<file path="src/rtl/cfgp_pkg.sv">
// Package: shared constants and types for the configuration port.
// Assumes 8-bit configuration indices and 16-bit I/O addresses.
package cfgp_pkg;
    typedef enum logic {
        ST_WAIT_KEY = 1'b0,
        ST_CONFIG   = 1'b1
    } cfg_state_e;

    // Port addresses for each location code
    localparam logic [15:0] PNP_IDX_ADDR  = 16'h0279;
    localparam logic [15:0] PNP_WDAT_ADDR = 16'h0A79;
    localparam logic [15:0] LOC2_IDX_ADDR = 16'h015C;
    localparam logic [15:0] LOC2_DAT_ADDR = 16'h015D;
    localparam logic [15:0] LOC3_IDX_ADDR = 16'h002E;
    localparam logic [15:0] LOC3_DAT_ADDR = 16'h002F;

    // Configuration indices
    localparam logic [7:0] IDX_RDPORT = 8'h00;
    localparam logic [7:0] IDX_CTL    = 8'h02;
    localparam logic [7:0] IDX_LDN    = 8'h07;
    localparam logic [7:0] IDX_SCR_LO = 8'h20;
    localparam logic [7:0] IDX_BASE   = 8'h22;
    localparam logic [7:0] IDX_ACT    = 8'h30;

    localparam logic [7:0] RDPORT_RST = 8'h80;
endpackage

</file>
<file path="src/rtl/cfgp_decode.sv">
// Module: address decoder for the Index/Data pair.
// Purely combinational. It turns the current location code and the
// read-data address byte into four hit flags for the present bus address.
// Assumes AW >= 10 so that the read-data address {byte, 2'b11} fits.
module cfgp_decode
    import cfgp_pkg::*;
#(
    parameter int AW = 16
) (
    input  logic [AW-1:0] addr,
    input  logic [1:0]    loc_code,
    input  logic [7:0]    rdport_byte,
    output logic          idx_wr_hit,
    output logic          idx_rd_hit,
    output logic          dat_wr_hit,
    output logic          dat_rd_hit
);
    localparam int PAD = AW - 10;

    logic [AW-1:0] rd_addr;
    assign rd_addr = {{PAD{1'b0}}, rdport_byte, 2'b11};

    // Address compare selected by the location code
    always_comb begin
        idx_wr_hit = 1'b0;
        idx_rd_hit = 1'b0;
        dat_wr_hit = 1'b0;
        dat_rd_hit = 1'b0;
        case (loc_code)
            2'b11: begin
                idx_wr_hit = (addr == AW'(LOC3_IDX_ADDR));
                idx_rd_hit = idx_wr_hit;
                dat_wr_hit = (addr == AW'(LOC3_DAT_ADDR));
                dat_rd_hit = dat_wr_hit;
            end
            2'b10: begin
                idx_wr_hit = (addr == AW'(LOC2_IDX_ADDR));
                idx_rd_hit = idx_wr_hit;
                dat_wr_hit = (addr == AW'(LOC2_DAT_ADDR));
                dat_rd_hit = dat_wr_hit;
            end
            default: begin
                idx_wr_hit = (addr == AW'(PNP_IDX_ADDR));
                dat_wr_hit = (addr == AW'(PNP_WDAT_ADDR));
                dat_rd_hit = (addr == rd_addr);
            end
        endcase
    end
endmodule

</file>
<file path="src/rtl/cfgp_state.sv">
// Module: protocol state of the port (Wait-for-Key or Config).
// The wake-up state is taken from the high strap while reset is low.
// Assumes key_match and ret_wfk are single-cycle pulses.
module cfgp_state
    import cfgp_pkg::*;
(
    input  logic       clk,
    input  logic       rst_n,
    input  logic       wake_cfg,
    input  logic       key_match,
    input  logic       ret_wfk,
    output cfg_state_e state
);
    // State register with strap-selected reset value
    always_ff @(posedge clk) begin
        if (!rst_n) begin
            state <= wake_cfg ? ST_CONFIG : ST_WAIT_KEY;
        end else begin
            case (state)
                ST_WAIT_KEY: if (key_match) state <= ST_CONFIG;
                default:     if (ret_wfk)   state <= ST_WAIT_KEY;
            endcase
        end
    end
endmodule

</file>
<file path="src/rtl/cfgp_regs.sv">
// Module: configuration register file.
// Holds the index, the read-data address byte, the device selector, a
// block of byte registers (one of which is the base/location register),
// and the per-device activate bits. Strap values are captured while reset
// is low. Assumes DW = 8 and that the dat_we strobe is already gated by
// the protocol state.
module cfgp_regs
    import cfgp_pkg::*;
#(
    parameter int DW     = 8,
    parameter int NDEV   = 8,
    parameter int NSCR   = 16,
    parameter int NSTRAP = 3
) (
    input  logic              clk,
    input  logic              rst_n,
    input  logic              strap_hi,
    input  logic              strap_lo,
    input  logic [NSTRAP-1:0] act_strap,
    input  logic              idx_we,
    input  logic              dat_we,
    input  logic [DW-1:0]     wdata,
    output logic [DW-1:0]     index_q,
    output logic [DW-1:0]     rd_data,
    output logic [1:0]        loc_code,
    output logic [7:0]        rdport_q,
    output logic [NDEV-1:0]   dev_act,
    output logic              ret_wfk
);
    localparam int SCR_AW   = $clog2(NSCR);
    localparam int BASE_OFF = int'(IDX_BASE) - int'(IDX_SCR_LO);

    logic [NSCR-1:0][DW-1:0] scr_q;
    logic [DW-1:0]           ldn_q;
    logic [NSTRAP-1:0]       act_strap_q;
    logic [NDEV-1:0]         act_def_in;
    logic [NDEV-1:0]         act_def_q;
    logic                    scr_hit;
    logic [SCR_AW-1:0]       scr_off;
    logic                    soft_rst;
    logic [DW-1:0]           base_rst;

    // Reset defaults per device: strap-driven for the first NSTRAP devices
    for (genvar g = 0; g < NDEV; g++) begin : g_def
        if (g < NSTRAP) begin : g_strap
            assign act_def_in[g] = act_strap[g];
            assign act_def_q[g]  = act_strap_q[g];
        end else begin : g_off
            assign act_def_in[g] = 1'b0;
            assign act_def_q[g]  = 1'b0;
        end
    end

    assign scr_hit  = (int'(index_q) >= int'(IDX_SCR_LO)) &&
                      (int'(index_q) <  int'(IDX_SCR_LO) + NSCR);
    assign scr_off  = SCR_AW'(index_q - DW'(IDX_SCR_LO));
    assign soft_rst = dat_we && (index_q == DW'(IDX_CTL)) && wdata[0];
    assign ret_wfk  = dat_we && (index_q == DW'(IDX_CTL)) && wdata[1];
    assign base_rst = DW'({strap_hi, strap_hi & strap_lo});
    assign loc_code = scr_q[BASE_OFF][1:0];

    // Strap capture for the activate defaults, only while in reset
    always_ff @(posedge clk) begin
        if (!rst_n) act_strap_q <= act_strap;
    end

    // Index register, written through the Index port
    always_ff @(posedge clk) begin
        if (!rst_n)      index_q <= '0;
        else if (idx_we) index_q <= wdata;
    end

    // Read-data address byte and logical-device selector
    always_ff @(posedge clk) begin
        if (!rst_n) begin
            rdport_q <= RDPORT_RST;
            ldn_q    <= '0;
        end else if (dat_we) begin
            if (index_q == DW'(IDX_RDPORT)) rdport_q <= wdata[7:0];
            if (index_q == DW'(IDX_LDN))    ldn_q    <= wdata;
        end
    end

    // Byte register block, base/location register included
    always_ff @(posedge clk) begin
        if (!rst_n) begin
            for (int i = 0; i < NSCR; i++) begin
                scr_q[i] <= (i == BASE_OFF) ? base_rst : '0;
            end
        end else if (dat_we && scr_hit) begin
            scr_q[scr_off] <= wdata;
        end
    end

    // Activate bits: reset, soft reset, or write to the selected device
    always_ff @(posedge clk) begin
        if (!rst_n) begin
            dev_act <= act_def_in;
        end else if (soft_rst) begin
            dev_act <= act_def_q;
        end else if (dat_we && (index_q == DW'(IDX_ACT))) begin
            for (int i = 0; i < NDEV; i++) begin
                if (ldn_q == DW'(i)) dev_act[i] <= wdata[0];
            end
        end
    end

    // Read multiplexer for the Data port
    always_comb begin
        rd_data = '0;
        if (index_q == DW'(IDX_RDPORT)) begin
            rd_data = DW'(rdport_q);
        end else if (index_q == DW'(IDX_LDN)) begin
            rd_data = ldn_q;
        end else if (index_q == DW'(IDX_ACT)) begin
            for (int i = 0; i < NDEV; i++) begin
                if (ldn_q == DW'(i)) rd_data = DW'(dev_act[i]);
            end
        end else if (scr_hit) begin
            rd_data = scr_q[scr_off];
        end
    end
endmodule

</file>
<file path="src/rtl/cfg_port_top.sv">
// Module: strap-configured Index/Data configuration port (top).
// Accepts single-cycle read/write strobes on an I/O bus. It decodes the
// Index/Data pair at the location held in the base register and drives
// read data combinationally in the strobe cycle. Assumes io_rd and io_wr
// are never both meant to be high; such a cycle is ignored.
module cfg_port_top
    import cfgp_pkg::*;
#(
    parameter int AW     = 16,
    parameter int DW     = 8,
    parameter int NDEV   = 8,
    parameter int NSCR   = 16,
    parameter int NSTRAP = 3
) (
    input  logic              clk,
    input  logic              rst_n,
    input  logic              strap_lo,
    input  logic              strap_hi,
    input  logic [NSTRAP-1:0] act_strap,
    input  logic              key_match,
    input  logic [AW-1:0]     io_addr,
    input  logic              io_wr,
    input  logic              io_rd,
    input  logic [DW-1:0]     io_wdata,
    output logic [DW-1:0]     io_rdata,
    output logic              io_rdata_en,
    output logic [NDEV-1:0]   dev_active
);
    cfg_state_e    state;
    logic          idx_wr_hit, idx_rd_hit, dat_wr_hit, dat_rd_hit;
    logic [1:0]    loc_code;
    logic [7:0]    rdport_q;
    logic [DW-1:0] index_q;
    logic [DW-1:0] reg_rd;
    logic          ret_wfk;
    logic          wr_ok, rd_ok, idx_we, dat_we;

    assign wr_ok  = io_wr && !io_rd;
    assign rd_ok  = io_rd && !io_wr;
    assign idx_we = wr_ok && idx_wr_hit;
    assign dat_we = wr_ok && dat_wr_hit && (state == ST_CONFIG);

    cfgp_decode #(.AW(AW)) u_decode (
        .addr        (io_addr),
        .loc_code    (loc_code),
        .rdport_byte (rdport_q),
        .idx_wr_hit  (idx_wr_hit),
        .idx_rd_hit  (idx_rd_hit),
        .dat_wr_hit  (dat_wr_hit),
        .dat_rd_hit  (dat_rd_hit)
    );

    cfgp_state u_state (
        .clk       (clk),
        .rst_n     (rst_n),
        .wake_cfg  (strap_hi),
        .key_match (key_match),
        .ret_wfk   (ret_wfk),
        .state     (state)
    );

    cfgp_regs #(
        .DW     (DW),
        .NDEV   (NDEV),
        .NSCR   (NSCR),
        .NSTRAP (NSTRAP)
    ) u_regs (
        .clk       (clk),
        .rst_n     (rst_n),
        .strap_hi  (strap_hi),
        .strap_lo  (strap_lo),
        .act_strap (act_strap),
        .idx_we    (idx_we),
        .dat_we    (dat_we),
        .wdata     (io_wdata),
        .index_q   (index_q),
        .rd_data   (reg_rd),
        .loc_code  (loc_code),
        .rdport_q  (rdport_q),
        .dev_act   (dev_active),
        .ret_wfk   (ret_wfk)
    );

    // Bus read path: index, register data, or all-ones while locked
    always_comb begin
        io_rdata    = '0;
        io_rdata_en = 1'b0;
        if (rd_ok && idx_rd_hit) begin
            io_rdata    = index_q;
            io_rdata_en = 1'b1;
        end else if (rd_ok && dat_rd_hit) begin
            io_rdata    = (state == ST_CONFIG) ? reg_rd : '1;
            io_rdata_en = 1'b1;
        end
    end
endmodule

</file>
<file path="config.mk">
export PLATFORM = sky130hd
export DESIGN_NAME = cfg_port_top
export DESIGN_NICKNAME = d
export VERILOG_FILES = /design/src/rtl/cfgp_pkg.sv /design/src/rtl/cfgp_decode.sv /design/src/rtl/cfgp_state.sv /design/src/rtl/cfgp_regs.sv /design/src/rtl/cfg_port_top.sv
export SDC_FILE = /design/constraint.sdc
export NUM_CORES = 1
export LEC_CHECK = 0
export BUFFER_PORTS_ARGS = -buffer_cell sky130_fd_sc_hd__buf_2
export CAP_MARGIN = 0
export CORE_ASPECT_RATIO = 0.8
export CORE_UTILIZATION = 56
export DETAILED_ROUTE_END_ITERATION = 8
export GPL_TIMING_DRIVEN = 0
export PLACE_DENSITY = 0.86
export SYNTH_ARGS = -nofsm -noshare
export SYNTH_HDL_FRONTEND = slang
export SYNTH_HIERARCHICAL = 1
export SYNTH_SLANG_ARGS = --single-unit
</file>
<file path="constraint.sdc">
create_clock -name clk -period 3.02 [get_ports clk]
set_input_delay 0.453 -clock clk [delete_from_list [all_inputs] [get_ports clk]]
set_output_delay 0.453 -clock clk [all_outputs]
set_load 0.01 [all_outputs]
</file>
# Word level (Yosys, flattened, before mapping)
# Index checks and enable logic that the tools add are counted.
[totals]
register_bits = 164
input_bits = 34
output_inout_bits = 17
[op_classes]
addsub = 1
order_cmp = 4
eq_ne = 24
mux = 39
n_bitwise = 2
reduce_logical = 29
[ops]
columns = ["op", "n"]
rows = [
  ["128-bit bitwise mux", 1],
  ["8-bit 2-to-1 mux", 9],
  ["8-bit by 3-bit == test with 1-bit output, second input constant", 5],
  ["18-bit 2-to-1 mux", 2],
  ["8-bit binary-select mux with 4-bit select", 1],
  ["8-bit demux with 4-bit select", 1],
  ["16-bit by 6-bit == test with 1-bit output, second input constant", 2],
  ["16-bit by 9-bit == test with 1-bit output, second input constant", 2],
  ["8-bit by 2-bit == test with 1-bit output, second input constant", 3],
  ["2-bit AND reduction", 10],
  ["1-bit 2-to-1 mux", 18],
  ["16-bit by 10-bit == test with 1-bit output", 1],
  ["16-bit by 10-bit == test with 1-bit output, second input constant", 1],
  ["16-bit by 12-bit == test with 1-bit output, second input constant", 1],
  ["8-bit logical NOT", 2],
  ["1-bit logical AND", 14],
  ["3-bit by 1-bit != test with 1-bit output, second input constant", 4],
  ["3-bit 2-to-1 mux", 3],
  ["8-bit by 1-bit == test with 1-bit output, second input constant", 1],
  ["8-bit by 6-bit == test with 1-bit output, second input constant", 1],
  ["8-bit by 6-bit greater-or-equal comparator with 1-bit output, second input constant", 1],
  ["8-bit by 6-bit < comparator with 1-bit output, second input constant", 1],
  ["1-bit one-hot mux with 2 select lines", 4],
  ["4-bit by 5-bit < comparator with 1-bit output, second input constant", 1],
  ["other kinds (8)", 10],
]

# Longest topological paths before layout
[logic_depth]
depth_word = 15
mapped_depth = 14

# By module
# Netlist, hierarchy kept.
[modules_own_cells]
columns = ["module", "n_inst", "cells_each", "area_each_um2"]
rows = [
  ["cfgp_regs", 1, 724, 7425.9],
  ["cfgp_decode", 1, 34, 286.5],
  ["cfg_port_top", 1, 24, 198.9],
  ["cfgp_state", 1, 5, 42.5],
]

# Least setup slack after synthesis
# No wires, ideal clock.
[synth_timing]
kind = "input to register"
start = "in io_addr[5]"
end = "reg u_regs/scr_q[80] (netlist name)"
setup_ns = 0.128
t_arrival_ns = 2.516
t_required_ns = 2.892
slack_ns = 0.377
path_stages = 13
path_cell_list = "nor4b_2 -> a22oi_2 -> a2bb2oi_1 -> nor2_1 -> and4b_2 -> buf_2 -> and3b_1 -> clkbuf_1 -> nand2_1 -> nor3b_1 -> buf_2 -> mux2i_1 -> nor2_1"
[synth_via]
elab_chain_cells = 5
elab_cells_between_ends = 7
cone_classes = "eq/ne: 3; mux: 1; reduce/logical: 3"
[synth_rtl]
columns = ["item", "line_no", "text"]
rows = [
  ["start, declared", "cfg_port_top.sv:21", "input logic [AW-1:0] io_addr,"],
  ["16-bit by 12-bit == test with 1-bit output (tied with other cells)", "cfgp_decode.sv:44", "dat_wr_hit = (addr == AW'(PNP_WDAT_ADDR));"],
  ["1-bit one-hot mux with 2 select lines (*)", "cfgp_decode.sv:29", "case (loc_code)"],
  ["named net dat_wr_hit", "cfg_port_top.sv:30", "logic idx_wr_hit, idx_rd_hit, dat_wr_hit, dat_rd_hit;"],
  ["1-bit logical AND (*) (2 in series)", "cfg_port_top.sv:41", "assign dat_we = wr_ok && dat_wr_hit && (state == ST_CONFIG);"],
  ["named net dat_we", "cfg_port_top.sv:36", "logic wr_ok, rd_ok, idx_we, dat_we;"],
  ["1-bit logical AND (*)", "cfgp_regs.sv:90", "end else if (dat_we && scr_hit) begin"],
  ["end signal, assigned by index", "cfgp_regs.sv:88", "scr_q[i] <= (i == BASE_OFF) ? base_rst : '0;"],
  ["end signal, assigned by index", "cfgp_regs.sv:91", "scr_q[scr_off] <= wdata;"],
  ["end, declared", "cfgp_regs.sv:33", "logic [NSCR-1:0][DW-1:0] scr_q;"],
]
# Mark *: on every way through the listed nets, which the timed path passes. The rest lies on a longest branch.
# A chain may end at the register's enable or synchronous reset.

# Worst setup path in the final report
[layout_timing]
start = "reg u_regs.index_q[1]"
end = "out io_rdata[1]"
[layout_via]
elab_chain_cells = 10
elab_cells_between_ends = 16
cone_classes = "add/sub: 1; order compare: 2; eq/ne: 2; mux: 9; reduce/logical: 2"
[layout_rtl]
columns = ["item", "line_no", "text"]
rows = [
  ["start, declared", "cfgp_regs.sv:23", "output logic [DW-1:0] index_q,"],
  ["start signal, assigned", "cfgp_regs.sv:70", "else if (idx_we) index_q <= wdata;"],
  ["4-bit by 1-bit subtractor with 4-bit output", "cfgp_regs.sv:56", "assign scr_off = SCR_AW'(index_q - DW'(IDX_SCR_LO));"],
  ["8-bit binary-select mux with 4-bit select", "cfgp_regs.sv:120", "rd_data = scr_q[scr_off];"],
  ["8-bit 2-to-1 mux (implied by the code)", "cfgp_regs.sv:120", ""],
  ["8-bit 2-to-1 mux", "cfgp_regs.sv:119", "end else if (scr_hit) begin"],
  ["8-bit 2-to-1 mux", "cfgp_regs.sv:115", "end else if (index_q == DW'(IDX_ACT)) begin"],
  ["8-bit 2-to-1 mux", "cfgp_regs.sv:113", "end else if (index_q == DW'(IDX_LDN)) begin"],
  ["8-bit 2-to-1 mux (*)", "cfgp_regs.sv:111", "if (index_q == DW'(IDX_RDPORT)) begin"],
  ["named net reg_rd[1]", "cfg_port_top.sv:34", "logic [DW-1:0] reg_rd;"],
  ["8-bit 2-to-1 mux (*)", "cfg_port_top.sv:92", "io_rdata = (state == ST_CONFIG) ? reg_rd : '1;"],
  ["8-bit 2-to-1 mux (*)", "cfg_port_top.sv:91", "end else if (rd_ok && dat_rd_hit) begin"],
  ["8-bit 2-to-1 mux (*)", "cfg_port_top.sv:88", "if (rd_ok && idx_rd_hit) begin"],
  ["end, declared", "cfg_port_top.sv:25", "output logic [DW-1:0] io_rdata,"],
]
# Mark *: on every way through the listed nets, which the timed path passes. The rest lies on a longest branch. The select of a mux whose other input is x is not followed.

==> results.yml <==
synth:
  netlist_area_mm2: 0.00795
  synth_compound_area_share_pct: 4.47
  synth_top_family_by_area: "multiplexers"
  synth_edf_count: 8
  synthAdderAreaFrac_pct: 0
  synth_ff_type: "dfxtp_1"
  yosysSeqAreaShare_pct: 42.3
  synth-seq-cells: 164
  syn-mean-instance-area_um2: 10.1
  synth_cells: 787
  muxShareOfSynthArea_pct: 29.0
  async_flop_share_pct: 0
  synth_xor_area_share_pct: 0.881
  synthesis.nets: 821
  yosysWarnings: 6
  yosys.area_share.simple_pct: 19.4
  yosys.cell_types.count: 66
pwr:
  p_sw_uw: 1110
  combPwrFrac_pct: 4.3
  power.density_mw_per_mm2: 487
  sequentialPowerShare_pct: 48.3
  peakVddDrop_uv: 438
  p_int_uw: 3450
  power.share.clock_pct: 47.4
  swShare_pct: 24.3
  totalPowerFinal_uw: 4560
  p_leak_uw: 0.00374
cts:
  path_clk_slew_ns: 0.07
  cts-root-buf: "clkbuf_16"
  clockBufferDepth: 2
  cts_htree_levels: 4
  cts_sinks: 164
  clock_latency_ns: 0.43
  cts_tree: "yes"
  cts_buffers: 17
layout:
  final_nets: 893
  final_cell_mix: "nor2_1, mux2i_1, dfxtp_1"
  final_util_pct: 68.4
  diodes: 0
  mostFrequentLayoutCell: "nor2_1"
  seq_area_mm2: 0.00336
  layout-drive-gt1-share_pct: 22.2
  fillers: 965
  multi_input_area_mm2: 0.00442
  area_growth_pct: 17.8
  fin_area_mm2: 0.00937
floorplan:
  num_rows: 38
  coreArea_mm2: 0.0137
  die_h_um: 109
  dieArea_mm2: 0.0147
  die_x_um: 135
  ios: 51
  start_util_pct: 58.1
routing:
  drc: 0
  routed_via_density: 6.39
  route.antenna.remaining_nets: 0
  routedWlPerCell_um: 22.5
  drt-total-wl_um: 23700
  first_pass_iters: 6
  via_count: 6727
  dr.first_iter.drc_count: 868
timing:
  setup_ws_ns: -0.133
  setup-tns-final_ns: -0.477
  slew_viol_final: 0
  slew_headroom_pct: 41.9
  worst_pin_slew_ns: 0.872
  finalSetupViolations: 8
  hold_violations: 0
  rsz0062_at_grt: "yes"
  fmax_mhz: 317
  fin_crit_ns: 3.15
  fin_crit_sh_pct: 104
  hold_ws_ns: 0.217
  finClkSkew_ns: 0.0111
grt:
  grt_max_degree: 17
  grt_pass1_wl_um: 35600
  grt.overflow.total: 0
  antenna_found_initial: 0
  grt_usage_pct: 32.8
  grt_pass1_vias: 6458
hold_path:
  worstHoldPathType: "input port to register"
setup_path:
  required_ns: 2.57
  path_class: "register to primary output"
  critPathLaunch: "u_regs/index_q[1]"
  cpPeakStageDelay_ns: 0.52
  r2r-end: "u_regs/scr_q[64]"
  crit_path_end: "io_rdata[1]"
  r2r_cells: 12
  slowest_stage: "mux4_2"
  r2r_start: "u_regs/loc_code[1]"
  rrSetupSlack_ns: 0.01
  worstPathMaxFanout: 10
  worstPathCellList: "buf_6 > buf_12 > mux4_2 > a22oi_1 > nand4_1 > nand2b_1 > a22o_1 > buf_2"
  crit_path_end_kind: "primary output"
  cp.arrival_ns: 2.70
  cp-start-kind: "register"
run:
  cap_violations: 0
status:
  outcome: "finished with violations"
  violations: "setup timing"
placed_design:
  port_buffers: 42
  hpwl_um: 15200
  gp_congestion: 1.00
  placed_area_mm2: 0.00839
[critical path, delay by kind of cell (launching register included)]
kind,cells,cell delay (ns)
compound gates,2,0.58
simple gates,2,0.34
buf+inv,3,0.48
mux,1,0.52
flops,1,0.35
[sequential cells by signal, indices dropped and copies added, names as in the netlist]
name and flops:
u_regs/rdport_q 8, u_regs/scr_q 126, u_regs/loc_code 2, u_regs/dev_act 8
u_regs/act_strap_q 3, u_regs/index_q 8, u_regs/ldn_q 8, u_state/state 1
[synth_stat cells (3+ instances only)]
cell,instances,area [µm²]
and3_1,3,18.8
nand3b_1,4,30.0
buf_4,3,22.5
buf_2,15,75.1
nor3_1,9,45.0
mux2_2,8,90.1
a22oi_1,7,52.6
xnor2_1,8,70.1
nand4b_1,3,26.3
mux4_2,29,653
nand2b_1,11,68.8
nor2_1,167,627
o211ai_1,3,22.5
clkbuf_1,41,154
a22o_1,8,70.1
nor2b_1,4,25.0
nor2_4,5,56.3
nand4_1,14,87.6
a31oi_1,3,18.8
dfxtp_1,156,3120
buf_1,4,15.0
mux2i_1,156,1560
nor2_2,4,25.0
o21ai_0,6,30.0
inv_1,7,26.3
a21oi_1,5,25.0
nand3_1,13,65.1
nand2_1,31,116
edfxtp_1,8,240
[power by group through the flow]
stage               Combinational (µW)  Clock [µW]  Sequential, µW
finish                             196        2160            2200
global route                       203        2260            2200
CTS                                187        2160            2200
detailed placement                 181           0            2250
global placement                   178           0            2250
floorplan                         94.7           0            2250
[repair_timing]
item                                    in CTS  in global routing
cloned                                       1                  0
setup buffers                                9                  4
hold buffers                                 0                  0
endpoints found under the setup margin      45                 50
pin swaps                                    6                  8
gates resized for setup                     58                 19
[cell type report]
class	count	area share [%]
Buffer	62	4.17
Inverter	8	0.321
Clock buffer	19	4.84
Multi-Input combinational cell	550	47.2
Sequential cell	164	35.9
Tap cell	180	2.40
Timing Repair Buffer	56	3.75
Clock inverter	13	1.43
[stage by stage]
| step | setup slack (ns) | std cells |
|---|---|---|
| 2_1_floorplan | 0.377 | 787 |
| 3_3_place_gp | -0.245 | 1009 |
| 3_5_place_dp | -0.257 | 1009 |
| 4_1_cts | -0.0637 | 1050 |
| 5_1_grt | -0.168 | 1052 |
| 6_report | -0.133 | 1052 |
[cells by family after synthesis]
family | after synthesis
flops | 164
buf+inv | 73
mux | 193
xor+xnor | 8
simple gates | 301
compound gates | 48
[worst min-delay path by stage]
| stage | start | end | slack [ns] | cells past startpoint |
|---|---|---|---|---|
| 2_1_floorplan | u_regs/scr_q[65] | u_regs/scr_q[65] | 0.45 | 2 |
| 3_3_place_gp | u_regs/scr_q[65] | u_regs/scr_q[65] | 0.46 | 2 |
| 3_5_place_dp | u_regs/scr_q[87] | u_regs/scr_q[87] | 0.48 | 2 |
| 4_1_cts | act_strap[2] | u_regs/act_strap_q[2] | 0.21 | 1 |
| 5_1_grt | act_strap[0] | u_regs/act_strap_q[0] | 0.22 | 1 |
| 6_report | act_strap[0] | u_regs/act_strap_q[0] | 0.22 | 1 |
[metal layers]
layer | vias up | global-route usage (%) | part of all wire (%)
li1 | 2932 | - | -
met1 | 3212 | 42.6 | 40
met2 | 480 | 50.0 | 44
met3 | 103 | 8.44 | 11
met4 | 0 | 17.7 | 5.1
met5 | - | 0 | 0
Note: power is estimated with default switching activity, not from simulation.
